**config.mk**
```make
export PLATFORM = sky130hd
export DESIGN_NAME = flash_speed_alloc
export DESIGN_NICKNAME = d
export VERILOG_FILES = /design/src/rtl/flash_alloc_pkg.sv /design/src/rtl/flash_blk_table.sv /design/src/rtl/flash_blk_pick.sv /design/src/rtl/flash_speed_alloc.sv
export SDC_FILE = /design/constraint.sdc
export NUM_CORES = 1
export LEC_CHECK = 0
export BUFFER_PORTS_ARGS = -buffer_cell sky130_fd_sc_hd__clkbuf_2
export CORE_MARGIN = 3
export CORE_UTILIZATION = 62
export DETAILED_ROUTE_END_ITERATION = 7
export MAX_ROUTING_LAYER = met4
export PLACE_DENSITY = 0.91
export REMOVE_ABC_BUFFERS = 1
export SYNTH_ARGS = -nofsm -noshare
export SYNTH_HDL_FRONTEND = slang
export SYNTH_SLANG_ARGS = --single-unit
```
**constraint.sdc**
```tcl
create_clock -name clk -period 13.3 [get_ports clk]
set_clock_uncertainty 0.1 [all_clocks]
set_input_delay 2.66 -clock clk [delete_from_list [all_inputs] [get_ports clk]]
set_output_delay 2.66 -clock clk [all_outputs]
set_load 0.01 [all_outputs]
```
**src/rtl/flash_alloc_pkg.sv**
```systemverilog
`timescale 1ns/1ps
package flash_alloc_pkg;
   typedef enum logic [1:0] {
      OP_FULL   = 2'b00,
      OP_ERASE  = 2'b01,
      OP_SLOWER = 2'b10,
      OP_NOP    = 2'b11
   } upd_op_e;
endpackage

```
**src/rtl/flash_blk_table.sv**
```systemverilog
`timescale 1ns/1ps
module flash_blk_table
   import flash_alloc_pkg::*;
#(
   parameter int NCHIP = 4,
   parameter int NBLK  = 8,
   parameter int NCLS  = 3,
   localparam int CHIP_W = (NCHIP > 1) ? $clog2(NCHIP) : 1,
   localparam int BLK_W  = (NBLK > 1) ? $clog2(NBLK) : 1,
   localparam int CLS_W  = (NCLS > 1) ? $clog2(NCLS) : 1
) (
   input  logic                            clk,
   input  logic                            rst_n,
   input  logic                            wr_en_i,
   input  upd_op_e                         wr_op_i,
   input  logic [CHIP_W-1:0]               wr_chip_i,
   input  logic [BLK_W-1:0]                wr_blk_i,
   input  logic [CHIP_W-1:0]               rd_chip_i,
   output logic [NBLK-1:0]                 rd_vld_o,
   output logic [NBLK-1:0][CLS_W-1:0]      rd_cls_o
);
   localparam logic [CLS_W-1:0] CLS_FAST = CLS_W'(NCLS - 1);

   logic [NCHIP-1:0][NBLK-1:0]             vld_q;
   logic [NCHIP-1:0][NBLK-1:0][CLS_W-1:0]  cls_q;

   always_ff @(posedge clk) begin
      if (!rst_n) begin
         for (int c = 0; c < NCHIP; c++) begin
            for (int b = 0; b < NBLK; b++) begin
               vld_q[c][b] <= 1'b1;
               cls_q[c][b] <= CLS_FAST;
            end
         end
      end else if (wr_en_i) begin
         unique case (wr_op_i)
            OP_FULL:   vld_q[wr_chip_i][wr_blk_i] <= 1'b0;
            OP_ERASE:  vld_q[wr_chip_i][wr_blk_i] <= 1'b1;
            OP_SLOWER: begin
               if (cls_q[wr_chip_i][wr_blk_i] != '0)
                  cls_q[wr_chip_i][wr_blk_i] <= cls_q[wr_chip_i][wr_blk_i] - 1'b1;
            end
            default: ;
         endcase
      end
   end

   assign rd_vld_o = vld_q[rd_chip_i];
   assign rd_cls_o = cls_q[rd_chip_i];

   for (genvar c = 0; c < NCHIP; c++) begin : g_chip_chk
      for (genvar b = 0; b < NBLK; b++) begin : g_blk_chk

         cls_mono_chk: assert property (@(posedge clk) disable iff (!rst_n)
            cls_q[c][b] <= $past(cls_q[c][b]));

         full_clear_chk: assert property (@(posedge clk) disable iff (!rst_n)
            (wr_en_i && wr_op_i == OP_FULL && wr_chip_i == CHIP_W'(c) && wr_blk_i == BLK_W'(b))
            |=> !vld_q[c][b]);

         erase_keep_chk: assert property (@(posedge clk) disable iff (!rst_n)
            (wr_en_i && wr_op_i == OP_ERASE && wr_chip_i == CHIP_W'(c) && wr_blk_i == BLK_W'(b))
            |=> (vld_q[c][b] && cls_q[c][b] == $past(cls_q[c][b])));
      end
   end
endmodule

```
**src/rtl/flash_blk_pick.sv**
```systemverilog
`timescale 1ns/1ps
module flash_blk_pick #(
   parameter int NBLK = 8,
   parameter int NCLS = 3,
   localparam int BLK_W = (NBLK > 1) ? $clog2(NBLK) : 1,
   localparam int CLS_W = (NCLS > 1) ? $clog2(NCLS) : 1
) (
   input  logic [NBLK-1:0]             vld_i,
   input  logic [NBLK-1:0][CLS_W-1:0]  cls_i,
   input  logic                        fast_i,
   output logic                        found_o,
   output logic [BLK_W-1:0]            idx_o
);
   logic [CLS_W-1:0] best_cls;

   always_comb begin
      found_o  = 1'b0;
      idx_o    = '0;
      best_cls = '0;
      for (int i = 0; i < NBLK; i++) begin
         if (vld_i[i]) begin
            if (!found_o
                || ( fast_i && cls_i[i] >= best_cls)
                || (!fast_i && cls_i[i] <  best_cls)) begin
               found_o  = 1'b1;
               idx_o    = BLK_W'(i);
               best_cls = cls_i[i];
            end
         end
      end
   end
endmodule

```
**src/rtl/flash_speed_alloc.sv**
```systemverilog
`timescale 1ns/1ps
module flash_speed_alloc
   import flash_alloc_pkg::*;
#(
   parameter int NCHIP  = 4,
   parameter int NBLK   = 8,
   parameter int NCLS   = 3,
   parameter int PEND_W = 4,
   localparam int CHIP_W = (NCHIP > 1) ? $clog2(NCHIP) : 1,
   localparam int BLK_W  = (NBLK > 1) ? $clog2(NBLK) : 1,
   localparam int CLS_W  = (NCLS > 1) ? $clog2(NCLS) : 1
) (
   input  logic              clk,
   input  logic              rst_n,
   input  logic              alloc_req_i,
   input  logic [CHIP_W-1:0] alloc_chip_i,
   input  logic [PEND_W-1:0] alloc_pend_i,
   input  logic              upd_valid_i,
   input  logic [1:0]        upd_op_i,
   input  logic [CHIP_W-1:0] upd_chip_i,
   input  logic [BLK_W-1:0]  upd_blk_i,
   output logic              upd_ready_o,
   output logic              alloc_valid_o,
   output logic [BLK_W-1:0]  alloc_blk_o,
   output logic              alloc_none_o
);
   if (NCHIP < 1 || (1 << CHIP_W) != NCHIP && NCHIP > 1) begin : g_bad_chip
      $error("NCHIP must be a power of two");
   end
   if (NBLK < 2 || (1 << BLK_W) != NBLK) begin : g_bad_blk
      $error("NBLK must be a power of two of at least 2");
   end
   if (NCLS < 2) begin : g_bad_cls
      $error("NCLS must be at least 2");
   end
   if (PEND_W < 2) begin : g_bad_pend
      $error("PEND_W must be at least 2");
   end

   logic                       wr_en;
   logic                       congested;
   logic [NBLK-1:0]            rd_vld;
   logic [NBLK-1:0][CLS_W-1:0] rd_cls;
   logic                       pick_found;
   logic [BLK_W-1:0]           pick_idx;

   assign upd_ready_o = !alloc_req_i;
   assign wr_en       = upd_valid_i && upd_ready_o;
   assign congested   = alloc_pend_i > PEND_W'(1);

   flash_blk_table #(.NCHIP(NCHIP), .NBLK(NBLK), .NCLS(NCLS)) u_table (
      .clk       (clk),
      .rst_n     (rst_n),
      .wr_en_i   (wr_en),
      .wr_op_i   (upd_op_e'(upd_op_i)),
      .wr_chip_i (upd_chip_i),
      .wr_blk_i  (upd_blk_i),
      .rd_chip_i (alloc_chip_i),
      .rd_vld_o  (rd_vld),
      .rd_cls_o  (rd_cls)
   );

   flash_blk_pick #(.NBLK(NBLK), .NCLS(NCLS)) u_pick (
      .vld_i   (rd_vld),
      .cls_i   (rd_cls),
      .fast_i  (congested),
      .found_o (pick_found),
      .idx_o   (pick_idx)
   );

   always_ff @(posedge clk) begin
      if (!rst_n) begin
         alloc_valid_o <= 1'b0;
         alloc_none_o  <= 1'b0;
         alloc_blk_o   <= '0;
      end else begin
         alloc_valid_o <= alloc_req_i && pick_found;
         alloc_none_o  <= alloc_req_i && !pick_found;
         alloc_blk_o   <= (alloc_req_i && pick_found) ? pick_idx : '0;
      end
   end


   resp_one_chk: assert property (@(posedge clk) disable iff (!rst_n)
      alloc_req_i |=> (alloc_valid_o != alloc_none_o));

   resp_idle_chk: assert property (@(posedge clk) disable iff (!rst_n)
      !alloc_req_i |=> (!alloc_valid_o && !alloc_none_o));

   none_idx_chk: assert property (@(posedge clk) disable iff (!rst_n)
      alloc_none_o |-> (alloc_blk_o == '0));
endmodule

```
==> flow_summary.toml <==
[layout]
fillerInstances = 653
final_area_mm2 = 0.006093
fin_nets = 672
final_util_pct = 68.21
area_delta_synth_final_pct = 4.327
drive_gt1_share_pct = 15.92
antenna_cells = 0
instances_no_fill = 755

[cts]
cts_buffers = 9
insertion_delay_ps = 370
path_clk_slew_ps = 100
htree_levels = 3
root_buffer = "clkbuf_8"
clock-sinks = 101
cts_tree = "built"
cts_buffer_depth = 2
post_cts_buffers = 0
ctsHoldBuffers = 0

[critical_path]
crit_arrival_ps = 12890
cp.buffers_inverters = 4
end_kind = "register"
slowest_stage = "mux4_2"
crit_type = "in -> reg"
critPathMaxStageDelay_ps = 580
startpoint_type = "input pin"
cp.required_ps = 13440
path_delay_family = "compound AO/OA/AOI/OAI gates"
crit_path_max_fanout = 12
cp_common_cell = "ha_1"

[place]
gp_congestion = 0.9176
placed_cells = 739
placed_area_mm2 = 0.005898
dpl_worst_slack_ps = 107.4
dp_hpwl_mm = 10.10
port_buffers = 21

[grt]
grt_first_pass_wirelength_mm = 24.01
overflow = 0
grt_max_degree = 99
antenna_found_initial = 0
globalRouteTotalUtil_pct = 29.88
grt_pass1_vias = 4939

[synth]
yosys_warnings = 0
synthFlopType = "dfxtp_1"
syn_area_mm2 = 0.005841
synth_edf_count = 0
synth-seq-area-share_pct = 34.62
ys_types = 68
synth-seq-cells = 101
async_flop_share_pct = 0
synthCells = 657
avgSynthCellArea_um2 = 8.890

[power_and_ir_drop]
power.density_mw_per_mm2 = 92.93
leakage_nw = 2.017
peakVddDrop_v = 0.00007211
p_total_mw = 0.5663

[sta]
timing.setup.tns_ps = 0
fin_crit_ps = 12750
fin_hold_ws_ps = 384.1
rsz0062_at_grt = "no"
setup_viol_count_final = 0
setup_ws_ps = 554.2
hold_viol = 0
finalCritPeriodShare_pct = 95.83
slew_violations = 0
tightest_slew_ps = 1213
fmax_ghz = 0.07846
max-slew-margin-rel_pct = 19.10

[die]
die_x_um = 103.1
start_util_pct = 65.38
rows = 34
die_y_um = 103.1
die_area_mm2 = 0.01062
io-pin-count = 23
coreArea_mm2 = 0.008934

[drt]
drtIter0Drc = 794
vias = 5229
dr.pass1.iters = 5
final_antenna_net_count = 0
drc = 0
wl_mm = 14.90
wl_per_cell_um = 19.73
via_per_inst = 6.926

[status]
status = "finished, final reports clean"

[run]
maxCapViolCount = 0

[min_path]
hold_path.class = "reg -> reg"
==> worst register-to-register path, delay by kind of cell, from the launching register on <==
family / cells / cell delay [ps]
compound gates: 25 / 5130
fa+ha+maj: 7 / 1790
simple gates: 12 / 1570
mux: 3 / 1340
flops: 1 / 330
buf+inv: 1 / 110
==> cell usage after synthesis (4+ instances only) <==
master / count / area (um^2)
mux2i_1: 5 / 50.05
dfxtp_1: 101 / 2022
o211ai_1: 25 / 187.7
nand3_1: 8 / 40.04
nand3b_1: 4 / 30.03
nand2b_1: 6 / 37.54
nor2b_1: 7 / 43.79
o22a_1: 4 / 35.03
nor3_1: 28 / 140.1
o311a_1: 6 / 60.06
nor3b_1: 28 / 210.2
ha_1: 13 / 162.7
clkbuf_1: 41 / 153.9
mux2_2: 4 / 45.04
o21bai_1: 6 / 45.04
o21ai_1: 7 / 35.03
o21ai_0: 68 / 340.3
mux4_2: 37 / 833.3
o311ai_0: 6 / 52.55
inv_1: 19 / 71.32
a21oi_1: 13 / 65.06
nor2_1: 67 / 251.5
nand2_1: 80 / 300.3
buf_2: 5 / 25.02
o22ai_1: 7 / 43.79
==> final cells by class <==
cell class	instances	area (um^2)	share of cell area, %
Tap cell	108	135.1	2.218
Multi-Input combinational cell	485	3531	57.95
Clock buffer	11	131.4	2.156
Sequential cell	101	2022	33.18
Timing Repair Buffer	26	142.6	2.341
Inverter	19	71.32	1.170
Clock inverter	5	60.06	0.9856
==> power by group <==
part           internal, mW  switching (mW)  leakage [nW]
sequential            0.304        0.000600         0.817
combinational        0.0204          0.0452          1.11
clock                0.0880           0.109        0.0939
==> worst paths after layout <==
kind / cells after the start / endpoint / slack, ps / startpoint
worst min register to register: 2 / register / 380 / register
worst max register to register: 48 / alloc_blk_o[2] / 2820 / register
worst min-delay path: 2 / register / 380 / register
worst max-delay path: 50 / alloc_blk_o[2] / 550 / alloc_chip_i[0]
==> layout by cell type, fill, tap and decap left out, types with 3 or more instances in the layout <==
cell type	instances
and2b_1	3
nand2b_1	6
mux2i_1	5
and2_1	3
o21ai_0	68
a21oi_1	13
mux4_2	37
buf_4	5
o311ai_0	6
nand2_1	80
o21ai_1	6
clkbuf_8	9
nand3b_1	4
and3_1	3
nor2b_1	7
o22ai_1	7
dfxtp_1	101
o311a_1	6
nor2_1	67
nor3_1	28
clkbuf_2	21
o22a_1	4
ha_1	13
o21ai_2	3
a31oi_1	3
o211ai_1	25
mux2_2	4
o21bai_1	6
nand3_1	8
nor3b_1	28
inv_1	19
==> timing repair <==
action                                  CTS  global route
endpoints found under the hold margin     0             0
endpoints found under the setup margin    0             3
resized for setup                         0             1
==> layer usage <==
| layer | track usage [%] | up-vias | share of wire [%] |
|---|---|---|---|
| met4 | 9.363 | 0 | 2.1 |
| li1 | - | 2382 | - |
| met5 | - | - | 0 |
| met1 | 37.65 | 2534 | 39 |
| met3 | 5.210 | 36 | 9.5 |
| met2 | 49.14 | 277 | 49 |
==> kinds of logic (layout without fill, tap and decap cells) <==
kind of cell	Yosys count	count (layout)	synth area share, %
AO/OA/AOI/OAI	170	170	19.37
adder cells (fa/ha/maj)	13	13	2.785
buffers and inverters	71	61	5.099
flip-flops	101	101	34.62
multiplexers	48	48	16.80
AND/OR/NAND/NOR	254	254	21.34
(Power assumes the default switching activity.)
